<file path="src/rtl/mdio_pkg.sv">
package mdio_pkg;
    localparam int CMD_WR_BIT   = 26;
    localparam int CMD_RD_BIT   = 27;
    localparam int CMD_DONE_BIT = 28;
    localparam int CMD_BUSY_BIT = 29;
    localparam logic [4:0] ID_REG  = 5'd3;
    localparam logic [4:0] NO_PHY  = 5'd1;
    localparam logic [1:0] OP_WR   = 2'b01;
    localparam logic [1:0] OP_RD   = 2'b10;
    localparam logic [1:0] SOF     = 2'b01;
    localparam logic [1:0] TA_WR   = 2'b10;

    typedef struct packed {
        logic        rd;
        logic [4:0]  phy;
        logic [4:0]  regad;
        logic [15:0] wdata;
    } mdio_req_t;

    typedef enum logic [1:0] {SC_IDLE, SC_ISSUE, SC_WAIT} scan_st_e;
endpackage

</file>
<file path="src/rtl/mdio_tick.sv">
module mdio_tick #(
    parameter int DIV = 2
) (
    input  logic clk,
    input  logic rst_n,
    input  logic en,
    output logic tick
);
    localparam int CW = (DIV > 1) ? $clog2(DIV) : 1;
    localparam logic [CW-1:0] TOP = CW'(DIV - 1);

    logic [CW-1:0] cnt_d, cnt_q;

    always_comb begin
        tick  = en && (cnt_q == TOP);
        cnt_d = (!en || tick) ? '0 : cnt_q + 1'b1;
    end

    always_ff @(posedge clk or negedge rst_n) begin
        if (!rst_n) cnt_q <= '0;
        else        cnt_q <= cnt_d;
    end
endmodule

</file>
<file path="src/rtl/mdio_frame.sv">
module mdio_frame
    import mdio_pkg::*;
#(
    parameter int PRE_LEN = 32,
    parameter int CLK_DIV = 2
) (
    input  logic        clk,
    input  logic        rst_n,
    input  logic        start,
    input  mdio_req_t   req,
    output logic        busy,
    output logic        done,
    output logic [15:0] rd_data,
    output logic        mdc,
    output logic        mdio_o,
    output logic        mdio_oe,
    input  logic        mdio_i
);
    localparam int WR_LEN = PRE_LEN + 32;
    localparam int RD_LEN = PRE_LEN + 31;
    localparam int BW     = $clog2(WR_LEN);
    localparam logic [BW-1:0] WR_LAST  = BW'(WR_LEN - 1);
    localparam logic [BW-1:0] RD_LAST  = BW'(RD_LEN - 1);
    localparam logic [BW-1:0] PRE_END  = BW'(PRE_LEN);
    localparam logic [BW-1:0] TA_BIT   = BW'(PRE_LEN + 14);
    localparam logic [BW-1:0] SAMP_BIT = BW'(PRE_LEN + 15);

    typedef struct packed {
        logic          active;
        logic          rd;
        logic          mdc;
        logic          mdo;
        logic          oe;
        logic [BW-1:0] bitn;
        logic [31:0]   sh;
        logic [15:0]   rdata;
    } frm_t;

    frm_t s_d, s_q;
    logic tick;
    logic [BW-1:0] nb, last_bit;

    mdio_tick #(.DIV(CLK_DIV)) i_tick (
        .clk  (clk),
        .rst_n(rst_n),
        .en   (s_q.active),
        .tick (tick)
    );

    always_comb begin
        s_d      = s_q;
        done     = 1'b0;
        nb       = s_q.bitn + 1'b1;
        last_bit = s_q.rd ? RD_LAST : WR_LAST;
        if (!s_q.active) begin
            if (start) begin
                s_d.active = 1'b1;
                s_d.rd     = req.rd;
                s_d.mdc    = 1'b0;
                s_d.mdo    = 1'b1;
                s_d.oe     = 1'b1;
                s_d.bitn   = '0;
                s_d.rdata  = '0;
                s_d.sh     = {SOF, (req.rd ? OP_RD : OP_WR), req.phy,
                              req.regad, TA_WR, req.wdata};
            end
        end else if (tick) begin
            if (!s_q.mdc) begin
                s_d.mdc = 1'b1;
                if (s_q.rd && s_q.bitn >= SAMP_BIT)
                    s_d.rdata = {s_q.rdata[14:0], mdio_i};
            end else begin
                s_d.mdc = 1'b0;
                if (s_q.bitn == last_bit) begin
                    s_d.active = 1'b0;
                    s_d.oe     = 1'b0;
                    s_d.mdo    = 1'b1;
                    done       = 1'b1;
                end else begin
                    s_d.bitn = nb;
                    if (nb >= PRE_END) begin
                        s_d.mdo = s_q.sh[31];
                        s_d.sh  = {s_q.sh[30:0], 1'b0};
                    end
                    if (s_q.rd && nb >= TA_BIT)
                        s_d.oe = 1'b0;
                end
            end
        end
    end

    always_ff @(posedge clk or negedge rst_n) begin
        if (!rst_n) s_q <= '{active: 1'b0, rd: 1'b0, mdc: 1'b0, mdo: 1'b1,
                             oe: 1'b0, bitn: '0, sh: '0, rdata: '0};
        else        s_q <= s_d;
    end

    assign busy    = s_q.active;
    assign rd_data = s_q.rdata;
    assign mdc     = s_q.mdc;
    assign mdio_o  = s_q.mdo;
    assign mdio_oe = s_q.oe;

    // data edge only while clock low
    p_mdo_low_r5: assert property (@(posedge clk) disable iff (!rst_n)
        !$stable(s_q.mdo) |-> !s_q.mdc);
    // line released from read turnaround to frame end
    p_rd_release_r4: assert property (@(posedge clk) disable iff (!rst_n)
        (s_q.active && s_q.rd && s_q.bitn >= TA_BIT) |-> !s_q.oe);
    // idle line quiet
    p_idle_quiet_r10: assert property (@(posedge clk) disable iff (!rst_n)
        !s_q.active |-> (!s_q.mdc && !s_q.oe));
endmodule

</file>
<file path="src/rtl/mdio_scan.sv">
module mdio_scan
    import mdio_pkg::*;
(
    input  logic        clk,
    input  logic        rst_n,
    input  logic        go,
    input  logic        frame_done,
    input  logic [15:0] rd_data,
    output logic        issue,
    output logic [4:0]  issue_phy,
    output logic        busy,
    output logic        res_valid,
    output logic        res_found,
    output logic [4:0]  res_addr
);
    localparam logic [4:0] LAST_PHY = 5'd31;

    typedef struct packed {
        scan_st_e   st;
        logic [4:0] addr;
        logic       valid;
        logic       found;
        logic [4:0] res;
    } scan_t;

    scan_t s_d, s_q;
    logic reply_ok;

    always_comb begin
        s_d      = s_q;
        reply_ok = (rd_data != 16'hFFFF) && (rd_data != 16'h0000);
        case (s_q.st)
            SC_IDLE: if (go) begin
                s_d.st    = SC_ISSUE;
                s_d.addr  = '0;
                s_d.valid = 1'b0;
                s_d.found = 1'b0;
            end
            SC_ISSUE: s_d.st = SC_WAIT;
            SC_WAIT: if (frame_done) begin
                if (reply_ok) begin
                    s_d.st    = SC_IDLE;
                    s_d.valid = 1'b1;
                    s_d.found = 1'b1;
                    s_d.res   = s_q.addr;
                end else if (s_q.addr == LAST_PHY) begin
                    s_d.st    = SC_IDLE;
                    s_d.valid = 1'b1;
                    s_d.found = 1'b0;
                    s_d.res   = NO_PHY;
                end else begin
                    s_d.addr = s_q.addr + 1'b1;
                    s_d.st   = SC_ISSUE;
                end
            end
            default: s_d.st = SC_IDLE;
        endcase
    end

    always_ff @(posedge clk or negedge rst_n) begin
        if (!rst_n) s_q <= '{st: SC_IDLE, addr: '0, valid: 1'b0,
                             found: 1'b0, res: '0};
        else        s_q <= s_d;
    end

    assign issue     = (s_q.st == SC_ISSUE);
    assign issue_phy = s_q.addr;
    assign busy      = (s_q.st != SC_IDLE);
    assign res_valid = s_q.valid;
    assign res_found = s_q.found;
    assign res_addr  = s_q.res;

    // exhausted scan falls back to the default address
    p_miss_default_r9: assert property (@(posedge clk) disable iff (!rst_n)
        (s_q.st == SC_WAIT && frame_done && s_q.addr == LAST_PHY &&
         (rd_data == 16'hFFFF || rd_data == 16'h0000))
        |=> (s_q.valid && !s_q.found && s_q.res == NO_PHY));
    // a valid reply ends the scan at the current address
    p_hit_addr_r8: assert property (@(posedge clk) disable iff (!rst_n)
        (s_q.st == SC_WAIT && frame_done && rd_data != 16'hFFFF &&
         rd_data != 16'h0000)
        |=> (s_q.valid && s_q.found && s_q.res == $past(s_q.addr)));
endmodule

</file>
<file path="src/rtl/mdio_mgmt_ctrl.sv">
module mdio_mgmt_ctrl
    import mdio_pkg::*;
#(
    parameter int CLK_DIV = 2,
    parameter int PRE_LEN = 32
) (
    input  logic        clk,
    input  logic        rst_n,
    input  logic        cmd_we,
    input  logic [31:0] cmd_wdata,
    output logic [31:0] cmd_rdata,
    input  logic        scan_start,
    output logic        scan_valid,
    output logic        scan_found,
    output logic [4:0]  scan_addr,
    output logic        mdc,
    output logic        mdio_o,
    output logic        mdio_oe,
    input  logic        mdio_i
);
    typedef struct packed {
        logic [4:0]  phy;
        logic [4:0]  regad;
        logic [15:0] data;
        logic        done;
        logic        rd_pend;
    } ctl_t;

    ctl_t c_d, c_q;
    logic eng_busy, eng_done, eng_start;
    logic [15:0] eng_rdata;
    mdio_req_t eng_req;
    logic scan_busy, scan_issue;
    logic [4:0] scan_phy;
    logic busy, cmd_acc, cmd_go, scan_go;
    logic unused_hi;

    assign unused_hi = ^cmd_wdata[31:28];

    always_comb begin
        busy    = eng_busy | scan_busy;
        cmd_acc = cmd_we && !busy;
        cmd_go  = cmd_acc && (cmd_wdata[CMD_WR_BIT] || cmd_wdata[CMD_RD_BIT]);
        scan_go = scan_start && !busy && !cmd_acc;
        eng_start = cmd_go || scan_issue;
        if (scan_issue)
            eng_req = '{rd: 1'b1, phy: scan_phy, regad: ID_REG, wdata: 16'h0};
        else
            eng_req = '{rd: cmd_wdata[CMD_RD_BIT], phy: cmd_wdata[25:21],
                        regad: cmd_wdata[20:16], wdata: cmd_wdata[15:0]};

        c_d = c_q;
        if (cmd_acc) begin
            c_d.phy     = cmd_wdata[25:21];
            c_d.regad   = cmd_wdata[20:16];
            c_d.data    = cmd_wdata[15:0];
            c_d.done    = 1'b0;
            c_d.rd_pend = cmd_wdata[CMD_RD_BIT];
        end else if (eng_done && !scan_busy && c_q.rd_pend) begin
            c_d.data    = eng_rdata;
            c_d.done    = 1'b1;
            c_d.rd_pend = 1'b0;
        end
    end

    always_ff @(posedge clk or negedge rst_n) begin
        if (!rst_n) c_q <= '0;
        else        c_q <= c_d;
    end

    mdio_frame #(.PRE_LEN(PRE_LEN), .CLK_DIV(CLK_DIV)) i_frame (
        .clk    (clk),
        .rst_n  (rst_n),
        .start  (eng_start),
        .req    (eng_req),
        .busy   (eng_busy),
        .done   (eng_done),
        .rd_data(eng_rdata),
        .mdc    (mdc),
        .mdio_o (mdio_o),
        .mdio_oe(mdio_oe),
        .mdio_i (mdio_i)
    );

    mdio_scan i_scan (
        .clk       (clk),
        .rst_n     (rst_n),
        .go        (scan_go),
        .frame_done(eng_done),
        .rd_data   (eng_rdata),
        .issue     (scan_issue),
        .issue_phy (scan_phy),
        .busy      (scan_busy),
        .res_valid (scan_valid),
        .res_found (scan_found),
        .res_addr  (scan_addr)
    );

    assign cmd_rdata = {2'b00, busy, c_q.done, 2'b00, c_q.phy, c_q.regad, c_q.data};

    // fields frozen against writes while busy
    p_busy_hold_r6: assert property (@(posedge clk) disable iff (!rst_n)
        (busy && cmd_we) |=> ($stable(c_q.phy) && $stable(c_q.regad)));
    // engine never restarted mid-frame
    p_no_restart_r6: assert property (@(posedge clk) disable iff (!rst_n)
        eng_busy |-> !eng_start);
    // accepted write clears done
    p_done_clear_r7: assert property (@(posedge clk) disable iff (!rst_n)
        (cmd_we && !busy) |=> !c_q.done);
endmodule

</file>
<file path="config.mk">
export PLATFORM = sky130hd
export DESIGN_NAME = mdio_mgmt_ctrl
export DESIGN_NICKNAME = d
export VERILOG_FILES = /design/src/rtl/mdio_pkg.sv /design/src/rtl/mdio_tick.sv /design/src/rtl/mdio_frame.sv /design/src/rtl/mdio_scan.sv /design/src/rtl/mdio_mgmt_ctrl.sv
export SDC_FILE = /design/constraint.sdc
export NUM_CORES = 1
export LEC_CHECK = 0
export BUFFER_PORTS_ARGS = -buffer_cell sky130_fd_sc_hd__buf_2
export CORE_AREA = 2 2 93 113
export DETAILED_ROUTE_END_ITERATION = 7
export DIE_AREA = 0 0 95 115
export PLACE_DENSITY = 0.81
export SETUP_SLACK_MARGIN = 0.02
export SLEW_MARGIN = 0
export SYNTH_ARGS = -nofsm -noshare
export SYNTH_HDL_FRONTEND = slang
export SYNTH_SLANG_ARGS = --single-unit
</file>
<file path="constraint.sdc">
create_clock -name clk -period 2.8 [get_ports clk]
set_input_delay 0.28 -clock clk [delete_from_list [all_inputs] [get_ports clk]]
set_output_delay 0.28 -clock clk [all_outputs]
set_load 0.05 [all_outputs]
</file>
**After elaboration in Yosys (flattened, before gate mapping)**

Index checks and enable logic that the tools add are counted.

- Bits in registers: 102
- Word-level logic and storage cells: 116
- Output and inout bits: 42

- Equality and inequality tests: 18
- Add/subtract/negate cells: 3
- Magnitude comparators: 3
- Multiplexer cells: 36
- Bitwise logic cells: 2
- Reductions and logical operators: 35

Operators with widths:

| kind | number |
|---|---|
| 57-bit two-way mux | 2 |
| 59-bit two-way mux | 1 |
| 40-bit two-way mux | 1 |
| 38-bit two-way mux | 1 |
| 18-bit two-way mux | 2 |
| 16-bit two-way mux | 2 |
| 32-bit two-way mux | 1 |
| 27-bit two-way mux | 1 |
| 4-bit AND reduction | 5 |
| 6-bit greater-or-equal comparator (second input constant) | 3 |
| 2-bit inequality test (second input constant) | 9 |
| 16-bit inequality test (second input constant) | 1 |
| 16-bit nonzero test | 1 |
| 1-bit two-way mux | 14 |
| 14-bit two-way mux | 1 |
| 7-bit two-way mux | 2 |
| 7-bit one-hot mux with 2 select lines | 1 |
| 1-bit logical AND | 10 |
| 5-bit two-way mux | 2 |
| 5-bit AND reduction | 2 |
| 2-bit nonzero test | 5 |
| 9-bit two-way mux | 1 |
| 6-bit by 1-bit adder with 6-bit output (second input constant) | 1 |
| 6-bit equality test | 1 |
| 17 further kinds | 27 |

**Logic depth before layout (Yosys ltp)**

- Depth after elaboration: 10
- Depth in mapped cells: 8

**Hierarchy**

From an unflattened synthesis, not the netlist that was laid out.

- Cells, all modules: 584
- Area total of the unflattened synthesis: 5635.4 µm²

Modules (own cells, without submodules):

| module | cells each | seq. area each (µm²) | times used | area an instance (µm²) |
|---|---|---|---|---|
| mdio_frame | 271 | 1477.7 | 1 | 2937.8 |
| mdio_mgmt_ctrl | 206 | 700.7 | 1 | 1726.7 |
| mdio_scan | 104 | 350.3 | 1 | 929.6 |
| mdio_tick | 3 | 25.0 | 1 | 41.3 |

**Least setup slack after synthesis**

OpenSTA, ideal clock, no wires.

- Path kind: reg2reg
- Start: reg i_frame.s_q, in the netlist i_frame.mdc
- End: reg i_scan.s_q, in the netlist i_scan.issue_phy[2]
- Library setup time: 0.122 ns
- Buffers on the path: 0
- Cell stages (with the launch flop): 6
- Slack: 0.759 ns
- Arrival: 1.919 ns
- Clock period less this slack: 2.041 ns
- Required time: 2.678 ns
- Path through: dfrtp_1 > nand3_1 > nor4_2 > o211ai_2 > a22o_1 > a32o_1

- Word-level cells in the longest chain between the ends: 5

Ends and longest elaborated chain:

| item | line | text |
|---|---|---|
| from (decl) | mdio_frame.sv:39 | `frm_t s_d, s_q;` |
| from (signal assigned) | mdio_frame.sv:93 | `if (!rst_n) s_q <= '{active: 1'b0, rd: 1'b0, mdc: 1'b0, mdo: 1'b1,` |
| 1-bit two-way mux | mdio_frame.sv:68 | `if (!s_q.mdc) begin` |
| 1-bit two-way mux | mdio_frame.sv:67 | `end else if (tick) begin` |
| 1-bit two-way mux | mdio_frame.sv:55 | `if (!s_q.active) begin` |
| 2-bit inequality test (no source line) | - |  |
| 5-bit AND reduction (no source line) | - |  |
| to (signal assigned) | mdio_scan.sv:61 | `if (!rst_n) s_q <= '{st: SC_IDLE, addr: '0, valid: 1'b0,` |
| to (decl) | mdio_scan.sv:26 | `scan_t s_d, s_q;` |

Every way passes these cells.
A chain may end at the register's enable or synchronous reset.

**Worst setup path after layout**

- Start: reg i_frame.s_q[50] (netlist bit)
- End: reg i_frame.s_q[17] (netlist bit)

- Word-level cells in the longest chain between the ends: 4

Ends and longest elaborated chain:

| item | line | text |
|---|---|---|
| 6-bit by 1-bit adder with 6-bit output | mdio_frame.sv:53 | `nb = s_q.bitn + 1'b1;` |
| 6-bit greater-or-equal comparator | mdio_frame.sv:81 | `if (nb >= PRE_END) begin` |
| 2-bit inequality test (no source line) | - |  |
| 5-bit AND reduction (no source line) (*) | - |  |

Every way passes the cells marked *; elsewhere a longest branch is shown, timed or not.

==> impl_metrics.toml <==
[run_status]
status = "finished with violations"
violations = "negative hold slack"

[floorplan]
std_cell_rows = 40
die_height_um = 115
die_w_um = 95
dieArea_mm2 = 0.0109
start_util_pct = 53.4
io_pins = 79
core_mm2 = 0.00986

[worst_setup_path]
worstPathRequired_ns = 3.02
worstPathArrival_ns = 2.49
critPathSlowestCell = "o21ai_4"
end_kind = "flip-flop"
cp-start-kind = "flip-flop"
path_cells = "nand3_4 -> nor2_4 -> xor2_4 -> o21ai_4 -> buf_12 -> mux2_1"
crit_fanout = 20
cpPeakStageDelay_ns = 0.53
path_class = "reg -> reg"

[logic_synthesis]
yosysWarnings = 0
ys_types = 60
async_flop_share_pct = 100
synth_edf_count = 0
synth_seq_cells = 102
syn_area_mm2 = 0.00526
postSynthCellCount = 484
ys.flop_type = "dfrtp_1"
syn_avg_cell_area_um2 = 10.9
ys_seq_area_share_pct = 48.5

[layout]
nets = 556
syn_to_final_growth_pct = 9.20
fin_cells = 646
antenna_cells = 0
drive_gt1_share_pct = 28.1
final_common_cell = "dfrtp_1"
layout_common_cells = "dfrtp_1, nand2_1, buf_2, o21ai_0, a22o_1"

[global_routing]
overflow = 0
grt_pass1_vias = 3651
antenna_found_initial = 0
grt_util_all_layers_pct = 20.9
grt_pass1_wl_um = 17900
grt_max_degree = 54

[clocking]
cts_resized = 0
cts_tree = "built"
clockBufferDepth = 2
htreeDepth = 3
cts_buffers = 9
clk_latency_ns = 0.35
ctsHoldBuffers = 0
root_buffer = "clkbuf_16"
clock-sinks = 102
clk_pin_slew_worst_paths_ns = 0.07
postCtsSetupRepairBufs = 0

[sta]
whs_ns = -0.0165
tightest_slew_ns = 0.701
relSlewSlack_pct = 53.3
skew_ns = 0.0109
rsz0062_at_grt = "false"
fin_crit_sh_pct = 81.4
finalSetupViolations = 0
finalWorstSetupSlack_ns = 0.522
min_period_ns = 2.28
drv_slew = 0
max_clock_freq_mhz = 439
hold_viol = 22
fin_setup_tns_ns = 0

[drt]
drt-total-wl_um = 11100
firstDrtPassIters = 5
drc = 0
routed-via-count = 3748
drt_first_iter_violations = 126
drt-vias-per-instance = 5.80
wire_per_inst_um = 17.1
ant_nets = 0

[power_and_ir_drop]
peakVddDrop_v = 0.000232
pwr-share-clk_pct = 43.5
finalPower_mw = 2.75
sw_frac_of_total_pct = 21.7
power.density_mw_per_mm2 = 478
switchingPower_mw = 0.595
leakage_nw = 2.96
combPwrFrac_pct = 2.9
intPower_mw = 2.15
power_frac_seq_pct = 53.6

[place]
gp_congestion = 0.809
port_buffers = 70
dp_hpwl_um = 7490
dp_cells = 630
place_ws_ns = 0.553

[hold_path]
worst_hold_path_type = "in -> async"

[run]
maxCapViolations = 0
[worst max-delay path: cells and delay by family (launching register included)]
kind / cells / cell delay (ns)
AO/OA/AOI/OAI: 1 / 0.53
AND/OR/NAND/NOR: 2 / 0.38
buffers and inverters: 1 / 0.27
XOR/XNOR: 1 / 0.12
multiplexers: 1 / 0.36
flip-flops: 1 / 0.49
[final cells by class]
class,count,area [um^2]
multi-input cells,308,2230
well taps,126,158
clock buffers,12,256
flip-flops and latches,102,2550
repair buffers,79,458
clock inverters,4,30.0
inverters,15,56.3
fillers,806,4110
[synth_stat cells, types with 2 or more instances]
cell type	number	share of area, %
nand2_1	75	5.3
nor3_1	2	0.19
ha_1	4	0.95
o21ai_0	32	3.0
inv_1	15	1.1
buf_2	2	0.19
buf_4	43	6.1
nand3_1	7	0.67
clkbuf_1	13	0.93
and3_1	4	0.48
nor4_1	5	0.59
nand4_1	4	0.48
o21ai_1	17	1.6
a22o_1	29	4.8
o221ai_1	2	0.33
mux2i_1	22	4.2
nand4b_1	2	0.33
a22oi_1	2	0.29
a2bb2oi_1	2	0.33
nor2_1	13	0.93
a31oi_1	4	0.48
o21a_1	2	0.29
o31ai_1	2	0.29
a21oi_1	4	0.38
mux2_1	2	0.43
mux2_4	25	7.1
and2_1	3	0.36
mux2_2	10	2.1
nand3b_1	3	0.43
dfrtp_1	101	48
nand2b_1	3	0.36
buf_12	2	0.76
[state kept, by name, indices dropped and copies added (netlist names), 2 cells and up]
register and count:
cmd_rdata 27, i_frame.rd_data 16, i_frame.s_q 39, i_scan.issue_phy 5, i_scan.res_addr 5, i_scan.s_q 2
[per-layer routing]
metal  up-vias  part of all wire [%]  wire length, um  track usage, %
li1       1727                     -                -               -
met1      1873                    41             4560            26.7
met2       129                    51             5660            35.8
met3        19                   6.0              658            3.47
met4         0                   1.6              178            7.63
met5         -                     0                0               0
[per-stage QoR]
stage	utilization [%]	area, um^2	hold slack [ns]
after floorplan	-	5280	-0.0156
after global placement	55.4	5460	0.359
after detailed placement	55.4	5460	0.363
after CTS	58.3	5750	0.00546
after global routing	58.3	5750	0.0342
final	58.3	5750	-0.0165
[power by group through the flow]
stage / logic [mW] / clock network [mW] / registers (mW)
4_1_cts: 0.0818 / 1.21 / 1.47
3_3_place_gp: 0.0792 / 0 / 1.50
2_1_floorplan: 0.0208 / 0 / 1.50
3_5_place_dp: 0.0807 / 0 / 1.50
5_1_grt: 0.0885 / 1.27 / 1.47
6_report: 0.0796 / 1.19 / 1.47
[worst paths after layout]
kind                                           start                   end  slack (ns)  cells after the start
worst max-delay path                 i_frame.s_q[50]       i_frame.s_q[17]        0.52                      6
worst min-delay path                           rst_n          cmd_rdata[7]       -0.02                      1
worst max register to register       i_frame.s_q[50]       i_frame.s_q[17]        0.52                      6
worst min register to register  i_frame.i_tick.cnt_q  i_frame.i_tick.cnt_q        0.47                      1
max in group asynchronous                      rst_n         cmd_rdata[17]        2.10                      2
min in group clk                       cmd_wdata[20]         cmd_rdata[20]        0.19                      2
[cells by family (layout without fill, tap and decap cells)]
kind of cell | count (synthesis) | after routing | share of synthesized area [%]
compound gates | 109 | 109 | 14.4
xor+xnor | 2 | 2 | 0.832
fa+ha+maj | 4 | 4 | 0.951
buf+inv | 77 | 110 | 9.37
flops | 102 | 102 | 48.5
mux | 59 | 59 | 13.9
other cells | 1 | 4 | 0.0712
simple gates | 130 | 130 | 12.0
No activity file was read; power rests on OpenSTA's default activity.
